--- config.mk ---
export PLATFORM = sky130hd
export DESIGN_NAME = ioslp_redirect
export DESIGN_NICKNAME = d
export VERILOG_FILES = /design/src/rtl/ioslp_pkg.sv /design/src/rtl/ioslp_cfg_regs.sv /design/src/rtl/ioslp_decode.sv /design/src/rtl/ioslp_out_stage.sv /design/src/rtl/ioslp_redirect.sv
export SDC_FILE = /design/constraint.sdc
export NUM_CORES = 1
export LEC_CHECK = 0
export BUFFER_PORTS_ARGS = -buffer_cell sky130_fd_sc_hd__buf_2
export CAP_MARGIN = 15
export CORE_MARGIN = 3
export CORE_UTILIZATION = 30
export DETAILED_ROUTE_END_ITERATION = 8
export PLACE_DENSITY = 0.58
export SLEW_MARGIN = 25
export SYNTH_ARGS = -nofsm -noshare
export SYNTH_HDL_FRONTEND = slang
export SYNTH_HIERARCHICAL = 1
export SYNTH_SLANG_ARGS = --single-unit
--- constraint.sdc ---
create_clock -name clk -period 4.3 [get_ports clk]
set_clock_uncertainty 0.2 [all_clocks]
set_input_delay 0.645 -clock clk [delete_from_list [all_inputs] [get_ports clk]]
set_output_delay 0.645 -clock clk [all_outputs]
set_load 0.02 [all_outputs]
--- src/rtl/ioslp_pkg.sv ---
// Package: shared encodings for the I/O read to sleep-request redirector.
// Assumes: C-state numbers fit in CST_W bits; levels are indexed from 0 at the base.
package ioslp_pkg;

    localparam int CST_W = 4;
    localparam int SUB_W = 4;

    typedef enum logic [1:0] {
        CFG_BASE   = 2'd0,
        CFG_RANGE  = 2'd1,
        CFG_ENABLE = 2'd2,
        CFG_NONE   = 2'd3
    } cfg_sel_e;

    // Map a probe level index (offset from base) to its C-state number.
    function automatic logic [CST_W-1:0] level_cstate(input int idx);
        case (idx)
            0:       return CST_W'(3);
            1:       return CST_W'(6);
            default: return CST_W'(7);
        endcase
    endfunction

endpackage

--- src/rtl/ioslp_cfg_regs.sv ---
// Module: holds the window base, window range and enable settings.
// Assumes: one setting is written per cycle; a write is visible the next cycle.
module ioslp_cfg_regs
    import ioslp_pkg::*;
#(
    parameter int ADDR_W = 16
) (
    input  logic              clk,
    input  logic              rst_n,
    input  logic              we,
    input  logic [1:0]        sel,
    input  logic [ADDR_W-1:0] wdata,
    output logic [ADDR_W-1:0] base_q,
    output logic [ADDR_W-1:0] range_q,
    output logic              en_q
);

    // Update the selected setting on a write; clear all settings on reset.
    always_ff @(posedge clk) begin
        if (!rst_n) begin
            base_q  <= '0;
            range_q <= '0;
            en_q    <= 1'b0;
        end else if (we) begin
            case (cfg_sel_e'(sel))
                CFG_BASE:   base_q  <= wdata;
                CFG_RANGE:  range_q <= wdata;
                CFG_ENABLE: en_q    <= wdata[0];
                default:    ;
            endcase
        end
    end

    assert_base_write_R8: assert property (@(posedge clk) disable iff (!rst_n)
        (we && sel == 2'd0) |=> (base_q == $past(wdata)))
        else $error("base write not applied next cycle");

    assert_cfg_hold_R8: assert property (@(posedge clk) disable iff (!rst_n)
        (!we || sel == 2'd3) |=> ($stable(base_q) && $stable(range_q) && $stable(en_q)))
        else $error("settings changed without a write");

endmodule

--- src/rtl/ioslp_decode.sv ---
// Module: decides whether a read address is a trapped probe and which level it hits.
// Assumes: purely combinational; the window is [base, base+range] with no wrap.
module ioslp_decode
    import ioslp_pkg::*;
#(
    parameter int ADDR_W  = 16,
    parameter int NUM_LVL = 3
) (
    input  logic [ADDR_W-1:0] addr,
    input  logic [ADDR_W-1:0] base,
    input  logic [ADDR_W-1:0] range,
    input  logic              en,
    output logic              hit,
    output logic [CST_W-1:0]  cstate
);

    logic [ADDR_W:0]    diff;
    logic [ADDR_W-1:0]  off;
    logic               in_win;
    logic [NUM_LVL-1:0] lvl_hit;

    // Distance above the base, with a borrow bit to reject addresses below it.
    always_comb begin
        diff   = {1'b0, addr} - {1'b0, base};
        off    = diff[ADDR_W-1:0];
        in_win = !diff[ADDR_W] && (off <= range);
    end

    // One match line per probe level.
    for (genvar i = 0; i < NUM_LVL; i++) begin : g_lvl
        assign lvl_hit[i] = (off == ADDR_W'(i));
    end

    // Combine enable, window and level match; select the level's C-state.
    always_comb begin
        hit    = en && in_win && (|lvl_hit);
        cstate = '0;
        for (int i = 0; i < NUM_LVL; i++) begin
            if (lvl_hit[i]) cstate = level_cstate(i);
        end
    end

endmodule

--- src/rtl/ioslp_out_stage.sv ---
// Module: registers the decision into either a forwarded read or a sleep request plus completion.
// Assumes: hit and cstate are valid whenever rd_valid is high.
module ioslp_out_stage
    import ioslp_pkg::*;
#(
    parameter int   ADDR_W      = 16,
    parameter int   DATA_W      = 32,
    parameter logic WAKE_MASKED = 1'b1
) (
    input  logic              clk,
    input  logic              rst_n,
    input  logic              rd_valid,
    input  logic [ADDR_W-1:0] rd_addr,
    input  logic              hit,
    input  logic [CST_W-1:0]  cstate,
    output logic              io_valid,
    output logic [ADDR_W-1:0] io_addr,
    output logic              slp_valid,
    output logic [CST_W-1:0]  slp_cstate,
    output logic [SUB_W-1:0]  slp_substate,
    output logic              slp_wake_masked,
    output logic              cpl_valid,
    output logic [DATA_W-1:0] cpl_data
);

    logic fwd;
    logic trap;

    // Split a valid read into its forwarded or redirected form.
    always_comb begin
        fwd  = rd_valid && !hit;
        trap = rd_valid && hit;
    end

    // Register one cycle of output; a redirected read never drives the forward port.
    always_ff @(posedge clk) begin
        if (!rst_n) begin
            io_valid        <= 1'b0;
            io_addr         <= '0;
            slp_valid       <= 1'b0;
            slp_cstate      <= '0;
            slp_wake_masked <= 1'b0;
            cpl_valid       <= 1'b0;
        end else begin
            io_valid        <= fwd;
            io_addr         <= fwd ? rd_addr : '0;
            slp_valid       <= trap;
            slp_cstate      <= trap ? cstate : '0;
            slp_wake_masked <= trap && WAKE_MASKED;
            cpl_valid       <= trap;
        end
    end

    assign slp_substate = '0;
    assign cpl_data     = '0;

    assert_one_path_R5: assert property (@(posedge clk) disable iff (!rst_n)
        !(io_valid && slp_valid))
        else $error("read both forwarded and redirected");

    assert_cstate_legal_R2: assert property (@(posedge clk) disable iff (!rst_n)
        slp_valid |-> (slp_cstate == 4'd3 || slp_cstate == 4'd6 || slp_cstate == 4'd7))
        else $error("illegal C-state on sleep request");

    assert_cpl_with_sleep_R7: assert property (@(posedge clk) disable iff (!rst_n)
        $past(trap) |-> (cpl_valid && cpl_data == '0 && slp_valid))
        else $error("completion missing for redirected read");

endmodule

--- src/rtl/ioslp_redirect.sv ---
// Module: top of the I/O read to sleep-request redirector.
// Assumes: one read request per cycle; setting writes and reads may share a cycle.
module ioslp_redirect
    import ioslp_pkg::*;
#(
    parameter int   ADDR_W      = 16,
    parameter int   DATA_W      = 32,
    parameter int   NUM_LVL     = 3,
    parameter logic WAKE_MASKED = 1'b1
) (
    input  logic              clk,
    input  logic              rst_n,
    input  logic              cfg_we,
    input  logic [1:0]        cfg_sel,
    input  logic [ADDR_W-1:0] cfg_wdata,
    input  logic              rd_valid,
    input  logic [ADDR_W-1:0] rd_addr,
    output logic              io_valid,
    output logic [ADDR_W-1:0] io_addr,
    output logic              slp_valid,
    output logic [3:0]        slp_cstate,
    output logic [3:0]        slp_substate,
    output logic              slp_wake_masked,
    output logic              cpl_valid,
    output logic [DATA_W-1:0] cpl_data
);

    logic [ADDR_W-1:0] base_q;
    logic [ADDR_W-1:0] range_q;
    logic              en_q;
    logic              hit;
    logic [CST_W-1:0]  cstate;

    ioslp_cfg_regs #(.ADDR_W(ADDR_W)) u_cfg (
        .clk     (clk),
        .rst_n   (rst_n),
        .we      (cfg_we),
        .sel     (cfg_sel),
        .wdata   (cfg_wdata),
        .base_q  (base_q),
        .range_q (range_q),
        .en_q    (en_q)
    );

    ioslp_decode #(.ADDR_W(ADDR_W), .NUM_LVL(NUM_LVL)) u_dec (
        .addr   (rd_addr),
        .base   (base_q),
        .range  (range_q),
        .en     (en_q),
        .hit    (hit),
        .cstate (cstate)
    );

    ioslp_out_stage #(.ADDR_W(ADDR_W), .DATA_W(DATA_W), .WAKE_MASKED(WAKE_MASKED)) u_out (
        .clk             (clk),
        .rst_n           (rst_n),
        .rd_valid        (rd_valid),
        .rd_addr         (rd_addr),
        .hit             (hit),
        .cstate          (cstate),
        .io_valid        (io_valid),
        .io_addr         (io_addr),
        .slp_valid       (slp_valid),
        .slp_cstate      (slp_cstate),
        .slp_substate    (slp_substate),
        .slp_wake_masked (slp_wake_masked),
        .cpl_valid       (cpl_valid),
        .cpl_data        (cpl_data)
    );

    assert_disabled_forward_R1: assert property (@(posedge clk) disable iff (!rst_n)
        (rd_valid && !en_q) |=> (io_valid && !slp_valid && io_addr == $past(rd_addr)))
        else $error("read not forwarded while disabled");

    assert_forward_addr_R5: assert property (@(posedge clk) disable iff (!rst_n)
        (rd_valid && !hit) |=> (io_valid && io_addr == $past(rd_addr)))
        else $error("forwarded read lost or altered");

    assert_idle_quiet_R10: assert property (@(posedge clk) disable iff (!rst_n)
        !rd_valid |=> (!io_valid && !slp_valid && !cpl_valid))
        else $error("output without a read");

    assert_sleep_fields_R6: assert property (@(posedge clk) disable iff (!rst_n)
        slp_valid |-> (slp_substate == 4'd0 && slp_wake_masked == WAKE_MASKED))
        else $error("sleep request fields wrong");

endmodule

==> reports/metrics.yaml <==
finalMaxSlewViolations: 0
residual_drc_count: 0
post_layout_nets: 577
firstDrtPassIters: 4
start_util_pct: 30.85
track_usage_pct: 12.56
drt-wirelength-per-cell_um: 13.91
synth-edff-count: 0
cp-end-kind: "register"
std_cell_rows: 40
ys_top_cells_by_area: "dfxtp_1 (30%), ha_1 (11%), mux2i_1 (9.1%), buf_4 (8.5%), nand2_1 (6.3%)"
cts-hold-fix-buffers: 0
max-cap-violations: 0
cell_type_with_the_largest_total_area_after_synthesis: "dfxtp_1"
pwr-share-seq_pct: 40.0
maximum_clock_path_buffer_count: 2
postRouteWirelength_mm: 9.386
holdCritStartpoint: "u_cfg/base_q[10]"
cts_root_buffer: "clkbuf_16"
grt_first_pass_wirelength_mm: 14.19
power_report.internal_total_mw: 0.9115
fp.dieArea_um2: 13780
ir_drop_uv: 153.4
ant_nets: 0
vias_in_the_first_global_route: 2884
critical_path_class: "in -> reg"
clock_insertion_delay_worst_skew_ps: 300
cts-buffers-inserted: 5
crit_start: "rd_addr[2]"
routabilityCongestion: 0.8224
synth_top_area_share_pct: 29.59
worstPathMaxFanout: 11
powerDensity_nw_per_um2: 292.6
power.switching_mw: 0.4222
layout-area-overhead-vs-synth_pct: 22.49
hold_viol: 0
global_route.overflow_total: 0
slew_headroom_pct: 55.74
min_period_ps: 4207
final_setup_viols: 0
floorplan.die.height_um: 117.4
fp.dieW_um: 117.4
p_comb_share_pct: 29.5
result_of_the_run: "finished, final reports clean"
synth_warnings: 6
tritoncts: "done"
ios: 98
distinct_cell_type_count_of_the_synthesized_netlist: 54
postSynthCellCount: 426
static-leakage-power_nw: 2.098
timing.rr.start: "u_cfg/base_q[2]"
timing.fmax_mhz: 237.7
commonest_register_cell_after_synthesis: "dfxtp_1"
syn-mean-instance-area_um2: 8.735
r2r_cells: 20
drive_gt1_share_pct: 27.02
yosysSeqAreaShare_pct: 29.59
holdCritPathClass: "reg -> reg"
ff_latch_count_synth: 55
power.switching_fraction_pct: 31.66
actual_transition_at_the_worst_max_transition_pin_ps: 664.0
post_synthesis_async_set_or_reset_flop_share_pct: 0
via_per_inst: 4.384
critPathRequiredTime_ps: 4290
clock_sinks: 55
critPathArrivalTime_ps: 4190
final_min_period_over_clock_period_pct: 97.83
diodes: 0
place.detailed.hpwl_mm: 7.196
whs_ps: 260.3
grt_max_degree: 72
clock_power_share_pct: 30.6
clkSlewWorstSetupHoldPaths_ps: 70
port-buffer-count: 61
post_synth_instance_area_um2: 3721
htreeDepth: 2
worst_hold_path_cell_count: 2
grt_antenna_before_repair: 0
setup.worst_path.start_class: "input pin"
utilization_pct: 37.79
fp.coreArea_um2: 12060
num_vias: 2959
p_total_mw: 1.334
drt-initial-drc-count: 150
[state kept, by name, indices dropped and copies added (netlist names)]
register,cells
u_out/slp_cstate,4
u_out/io_valid,1
u_cfg/range_q,16
u_cfg/en_q,1
u_cfg/base_q,16
u_out/cpl_valid,1
u_out/io_addr,16
[power groups by stage]
stage               Combinational [mW]  Sequential (mW)  Clock [mW]
finish                           0.393            0.533       0.408
global route                     0.431            0.535       0.439
CTS                              0.359            0.533       0.420
detailed placement               0.355            0.545           0
global placement                 0.347            0.545           0
floorplan                        0.259            0.552           0
[per-stage QoR]
stage                     setup TNS, ps  instance area, um2  setup WS (ps)  instances
after global routing             -173.4                4558         -31.06        675
after floorplan                       0                3852          46.57        461
after CTS                             0                4325          11.31        672
final                                 0                4558          93.35        675
after global placement            -3760                4169         -194.3        664
after detailed placement          -5910                4172         -306.3        664
[path summary, 6_finish.rpt]
kind | end | slack [ps]
worst max-delay path | u_out/io_addr[3] | 90
worst min-delay path | u_cfg/base_q[10] | 260
worst max register to register | u_out/io_addr[3] | 140
worst min register to register | u_cfg/base_q[10] | 260
[Yosys cell counts (all sizes together) (2+ instances only)]
master   count
and4         4
nand3        2
nor2        18
a21oi       16
o221ai       2
and3         3
conb         2
a21o         7
a211oi       5
a2111oi      2
and4b       16
clkbuf       4
and3b        2
nand2b       4
mux2i       34
o21a         4
nand2       62
dfxtp       55
o21ai       12
nand4        4
buf         54
o211ai       3
inv         42
ha          32
nor2b        4
xnor2        8
xor2         2
nand3b       2
o21bai       2
or2          2
nor3         2
[area by class of cell]
| type | count | area [um2] |
|---|---|---|
| multi-input combinational | 306 | 2333 |
| clock buffer | 5 | 125.1 |
| tap | 168 | 210.2 |
| clock inverter | 3 | 22.52 |
| timing repair buffer | 96 | 608.1 |
| fill | 1239 | 7503 |
| inverter | 42 | 157.7 |
| sequential | 55 | 1101 |
[cell usage in the layout (no fill, tap or decap), types with 16 or more instances in the layout]
cell and instances:
nand2_1 61, dfxtp_1 55, buf_2 60, buf_4 33, ha_1 24, mux2i_1 34
conb_1 37, inv_1 41, nor2_1 16, and4b_1 16
[worst max-delay path, cell delays in order]
cell	delay (ps)
buf_2	120
ha_4	250
o21ai_4	180
a2111oi_4	70
nor3_2	230
o21bai_1	90
a21o_1	200
a21o_1	190
a21oi_2	140
xnor2_1	140
ha_1	270
a21o_1	180
a21oi_1	150
nor2b_1	60
a211oi_1	160
o21ai_1	160
a2111oi_4	370
buf_4	200
clkbuf_16	150
and4b_1	190
[metal layers]
metal	GRT usage, %	vias up	wire length [um]
li1	-	1535	-
met1	18.30	1347	4843
met2	18.89	70	4041
met3	3.134	7	433
met4	2.419	0	68
met5	0	-	0
[repair_timing]
action | in CTS | in global routing
pin swaps | 1 | 12
buffers inserted | 0 | 1
gates cloned | 0 | 1
endpoints found under the setup margin | 16 | 21
gates resized for setup | 2 | 31
[cell families (layout without fill, tap and decap cells)]
logic type      after synthesis  count (layout)  synth area share [%]
xor+xnor                     10              10                 2.354
mux                          34              34                 9.146
flops                        55              55                 29.59
buf+inv                     100             146                 16.37
fa+ha+maj                    33              33                 11.30
other cells                   2              37                0.2018
simple gates                130             130                 19.23
compound gates               62              62                 11.80
Note: power is estimated with default switching activity, not from simulation.
